$ cat src/rtl/jsw_pkg.sv
package jsw_pkg;

    // Cycle controller states
    typedef enum logic [1:0] {
        SW_IDLE = 2'd0,   // held in reset, launches on first free edge
        SW_BUSY = 2'd1    // counting down the current cycle
    } sw_state_e;

endpackage

$ cat src/rtl/jsw_lfsr.sv
// Galois LFSR, stepped once per cycle opening, seeded during reset.
module jsw_lfsr #(
    parameter int             W    = 16,
    parameter logic [W-1:0]   TAPS = 16'hB400
) (
    input  logic         clk,
    input  logic         rst_n,
    input  logic [W-1:0] seed,
    input  logic         step,
    output logic [W-1:0] value
);

    localparam logic [W-1:0] FALLBACK = W'(1);

    always_ff @(posedge clk) begin
        if (!rst_n) begin
            value <= (seed == '0) ? FALLBACK : seed;
        end else if (step) begin
            value <= {1'b0, value[W-1:1]} ^ (value[0] ? TAPS : '0);
        end
    end

endmodule

$ cat src/rtl/jsw_len_map.sv
// Folds a raw LFSR word into the inclusive length window.
module jsw_len_map #(
    parameter int W     = 16,
    parameter int T_MIN = 27,
    parameter int T_MAX = 33,
    parameter int CW    = 6
) (
    input  logic [W-1:0]  rnd,
    output logic [CW-1:0] len
);

    localparam int SPAN     = T_MAX - T_MIN + 1;
    localparam bit SPAN_POW = (SPAN & (SPAN - 1)) == 0;

    generate
        if (SPAN_POW) begin : g_mask
            // window width is a power of two: low bits suffice
            assign len = CW'(T_MIN) + CW'(rnd & W'(SPAN - 1));
        end else begin : g_mod
            // general window: remainder after division by the width
            assign len = CW'(T_MIN) + CW'(rnd % W'(SPAN));
        end
    endgenerate

endmodule

$ cat src/rtl/jsw_fsm.sv
// Cycle controller: latches the input, counts the cycle, hands off the value.
module jsw_fsm
    import jsw_pkg::*;
#(
    parameter int CW = 6
) (
    input  logic          clk,
    input  logic          rst_n,
    input  logic          din,
    input  logic [CW-1:0] len,
    output logic          dout,
    output logic          handoff,
    output logic          cyc_start
);

    sw_state_e     state_q, state_d;
    logic [CW-1:0] cnt_q;
    logic          held_q;

    assign handoff   = (state_q == SW_BUSY) && (cnt_q == CW'(1));
    assign cyc_start = (state_q == SW_IDLE) || handoff;

    // next-state logic
    always_comb begin
        state_d = state_q;
        unique case (state_q)
            SW_IDLE: state_d = SW_BUSY;   // launch
            SW_BUSY: state_d = SW_BUSY;   // count or handoff
            default: state_d = SW_IDLE;
        endcase
    end

    // state register
    always_ff @(posedge clk) begin
        if (!rst_n) state_q <= SW_IDLE;
        else        state_q <= state_d;
    end

    // cycle counter and latched sample
    always_ff @(posedge clk) begin
        if (!rst_n) begin
            cnt_q  <= '0;
            held_q <= 1'b0;
        end else if (cyc_start) begin
            cnt_q  <= len;
            held_q <= din;
        end else if (state_q == SW_BUSY) begin
            cnt_q  <= cnt_q - CW'(1);
        end
    end

    // output register
    always_ff @(posedge clk) begin
        if (!rst_n)       dout <= 1'b0;
        else if (handoff) dout <= held_q;
    end

endmodule

$ cat src/rtl/jitter_sampler.sv
// Jittered sampling switch: top level.
module jitter_sampler #(
    parameter int                 T_MIN     = 27,
    parameter int                 T_MAX     = 33,
    parameter int                 LFSR_W    = 16,
    parameter logic [LFSR_W-1:0]  LFSR_TAPS = 16'hB400
) (
    input  logic              clk,
    input  logic              rst_n,
    input  logic [LFSR_W-1:0] seed,
    input  logic              din,
    output logic              dout
);

    localparam int CW = $clog2(T_MAX + 1);

    logic [LFSR_W-1:0] rnd;
    logic [CW-1:0]     cyc_len;
    logic              handoff;
    logic              cyc_start;

    jsw_lfsr #(
        .W    (LFSR_W),
        .TAPS (LFSR_TAPS)
    ) u_lfsr (
        .clk   (clk),
        .rst_n (rst_n),
        .seed  (seed),
        .step  (cyc_start),
        .value (rnd)
    );

    jsw_len_map #(
        .W     (LFSR_W),
        .T_MIN (T_MIN),
        .T_MAX (T_MAX),
        .CW    (CW)
    ) u_len (
        .rnd (rnd),
        .len (cyc_len)
    );

    jsw_fsm #(
        .CW (CW)
    ) u_fsm (
        .clk       (clk),
        .rst_n     (rst_n),
        .din       (din),
        .len       (cyc_len),
        .dout      (dout),
        .handoff   (handoff),
        .cyc_start (cyc_start)
    );

endmodule

$ cat config.mk
export PLATFORM = sky130hd
export DESIGN_NAME = jitter_sampler
export DESIGN_NICKNAME = d
export VERILOG_FILES = /design/src/rtl/jsw_pkg.sv /design/src/rtl/jsw_lfsr.sv /design/src/rtl/jsw_len_map.sv /design/src/rtl/jsw_fsm.sv /design/src/rtl/jitter_sampler.sv
export SDC_FILE = /design/constraint.sdc
export NUM_CORES = 1
export LEC_CHECK = 0
export ABC_AREA = 1
export ABC_CLOCK_PERIOD_IN_PS = 11560
export BUFFER_PORTS_ARGS = -buffer_cell sky130_fd_sc_hd__buf_2
export CORE_AREA = 8 8 81 83
export CTS_BUF_LIST = sky130_fd_sc_hd__clkbuf_8
export DETAILED_ROUTE_END_ITERATION = 10
export DIE_AREA = 0 0 89 91
export GPL_ROUTABILITY_DRIVEN = 1
export GPL_TIMING_DRIVEN = 1
export PLACE_DENSITY = 0.65
export SYNTH_ARGS = -nofsm -noshare
export SYNTH_HDL_FRONTEND = slang
export SYNTH_SLANG_ARGS = --single-unit
$ cat constraint.sdc
create_clock -name clk -period 11.56 [get_ports clk]
set_clock_uncertainty 0.1 [all_clocks]
set_input_delay 2.312 -clock clk [delete_from_list [all_inputs] [get_ports clk]]
set_output_delay 2.312 -clock clk [all_outputs]
set_load 0.03 [all_outputs]
==> run metrics <==
status finished, final reports clean; IO Count 20; number of hold buffers added after CTS 0; ANT cells 0; largest net degree at the start of global routing 32; CP Data Required Time 11.59 ns; WL final 5.04 mm; WP data arrival 6.30 ns; Synth Area in Adders 0.0259; setup slack, reg-to-reg 5.29 ns; total CTS buffers 3; area of the mapped netlist 0.00241 mm^2; reg2reg start u_lfsr.value[13]$_DFFE_PP_; max-cap viol count 0; Antenna Violating Nets Remaining 0; die area 0.00810 mm^2; port bufs 19; Final Hold Fails 0; post-synthesis average cell area 6.52 um^2; post-CTS sizing 0; Worst path max stage delay 0.50 ns; Syn Inst Count 370; Synth cell types 34; CTS max path bufs 2; Simple-Gate Fraction of Synth Area 0.506; vias per cell 4.92; Place WS 5.29 ns; Worst Slack Setup Final 5.29 ns; hold crit path type register to register; #FFs+latches synth 25; placed cell count 456; Rows 27; Worst setup EP type register; DR pass1 iterations 4; Non-Filler Instances 460; grt total ovfl 0; HP Start u_fsm.held_q$_SDFFE_PN0N_; Root Buffer clkbuf_8; post-synthesis mux area share 0; CTS clk-pin slew, worst paths 0.09 ns; most frequent cells in the layout nand2_1 (116), nand3_1 (40), inv_1 (40); endpoints failing setup 0; cell count of the worst reg-to-reg path 56; Final min period 6.27 ns; fin. max-slew vios 0; Startpoint Class register; r2r endpoint u_fsm.cnt_q[4]$_SDFFE_PN0P_; crit-path most repeated cell nand2_1; fin crit share 0.542; hold endpoint u_fsm.held_q$_SDFFE_PN0N_; Starting Density 0.452; Synth Area in Compound Gates 0.0706; initial DRC count 101; Post-DP HPWL 4.04 mm; initial antenna violation count 0; share of layout cells above drive strength 1 0.198; CTS H-tree depth 1; CP max stage cell edfxtp_1; sequential-to-total area share from yosys stat 0.274; RSZ-0062 raised after global routing no; Fmax 159 MHz; Synth Area in XOR/XNOR 0.0327; Die X 89 um; CTS sink cnt 25; clock latency at the later pin of the worst-skew pair 0.27 ns; setup tns final 0 ns; Crit Path Max Fanout 9; largest family of logic cells by synthesized area simple AND/OR/NAND/NOR gates; vias in the first global route 2,181; Wirelength per Cell 11.0 um; number of nets in the layout 413; RePlAce Congestion 0.788; Synth warnings 0; area of the core 0.00534 mm^2; Layout area overhead 8.46%; post-CTS setup repair buffer count 0; Via Count 2,263; residual DRC count 0; most common cell after layout, fill and taps aside nand2_1; Slew HR 0.468; critical path class register to register; Die Ht 91 um; Worst-Margin Slew 0.797 ns; CTS tree yes; GR Util All Layers 0.132; hold path cells 1; Synthesized Nets 394; global-route wire length before repair 9.06 mm
[cells in the mapped netlist (all sizes together)]
cell type  instances  area, um^2
o21ai             22         110
xnor2              5        43.8
clkbuf             4        15.0
nand3b             1        7.51
o22ai              1        6.26
nor2              23        96.4
nand4             19         153
a22oi              1        7.51
nand3             45         265
ha                 5        62.6
a21oi              6        30.0
a22o               1        8.76
edfxtp            16         480
nand2            148         651
inv               50         193
dfxtp              9         180
nor4               4        25.0
xor2               4        35.0
buf                1        11.3
o21bai             1        7.51
nor3               2        10.0
or2                2        12.5
[layout make-up]
type	count	area (um^2)
inverters	50	193
flip-flops and latches	25	661
repair buffers	19	95.1
fillers	562	2720
multi-input cells	290	1530
well taps	72	90.1
clock buffers	3	41.3
clock inverters	1	3.75
[flip-flops by register name, summed over array words and instances, names as in the netlist]
name and count:
u_lfsr.value 16, u_fsm.cnt_q 6, u_fsm.dout 1, u_fsm.held_q 1, u_fsm.state_q 1
[routing by layer]
layer	global-route usage	wire (um)	part of all wire
met5	0	0	0
met4	0.0208	21	0.0042
met3	0.0144	146	0.029
met2	0.225	2410	0.48
met1	0.174	2470	0.49
[logic make-up after synthesis]
group                      after synthesis
and+or+nand+nor                        244
adders and majority gates                5
AOI/OAI and AO/OA                       32
xor gates and xnor gates                 9
DFF                                     25
buffers and inverters                   55
[worst max path at each step]
| stage | from | endpoint | slack, ns | cells past startpoint |
|---|---|---|---|---|
| global placement | u_lfsr.value[13]$_DFFE_PP_ | u_fsm.cnt_q[4]$_SDFFE_PN0P_ | 5.47 | 57 |
| CTS | u_lfsr.value[13]$_DFFE_PP_ | u_fsm.cnt_q[4]$_SDFFE_PN0P_ | 5.26 | 56 |
| detailed placement | u_lfsr.value[13]$_DFFE_PP_ | u_fsm.cnt_q[4]$_SDFFE_PN0P_ | 5.29 | 56 |
| global route | u_lfsr.value[13]$_DFFE_PP_ | u_fsm.cnt_q[4]$_SDFFE_PN0P_ | 4.51 | 56 |
| finish | u_lfsr.value[13]$_DFFE_PP_ | u_fsm.cnt_q[4]$_SDFFE_PN0P_ | 5.29 | 56 |
| floorplan | u_lfsr.value[13]$_DFFE_PP_ | u_fsm.cnt_q[4]$_SDFFE_PN0P_ | 6.00 | 57 |
[worst max-delay path, delay by kind of cell (launching register included)]
kind	cells	cell delay (ns)
fa+ha+maj	3	0.66
compound gates	1	0.07
simple gates	46	4.38
flops	1	0.50
buf+inv	6	0.44
[metrics by stage]
stage                     hold slack [ns]   util  cell area [um^2]
final                               0.398  0.490              2620
after global routing                0.446  0.490              2620
after CTS                           0.401  0.490              2620
after detailed placement            0.379  0.481              2570
after global placement              0.376  0.481              2570
after floorplan                     0.355      -              2410
Power is left out: the tool's default activity adds up to more than one toggle a clock period on the data nets, which glitch-free logic cannot reach.
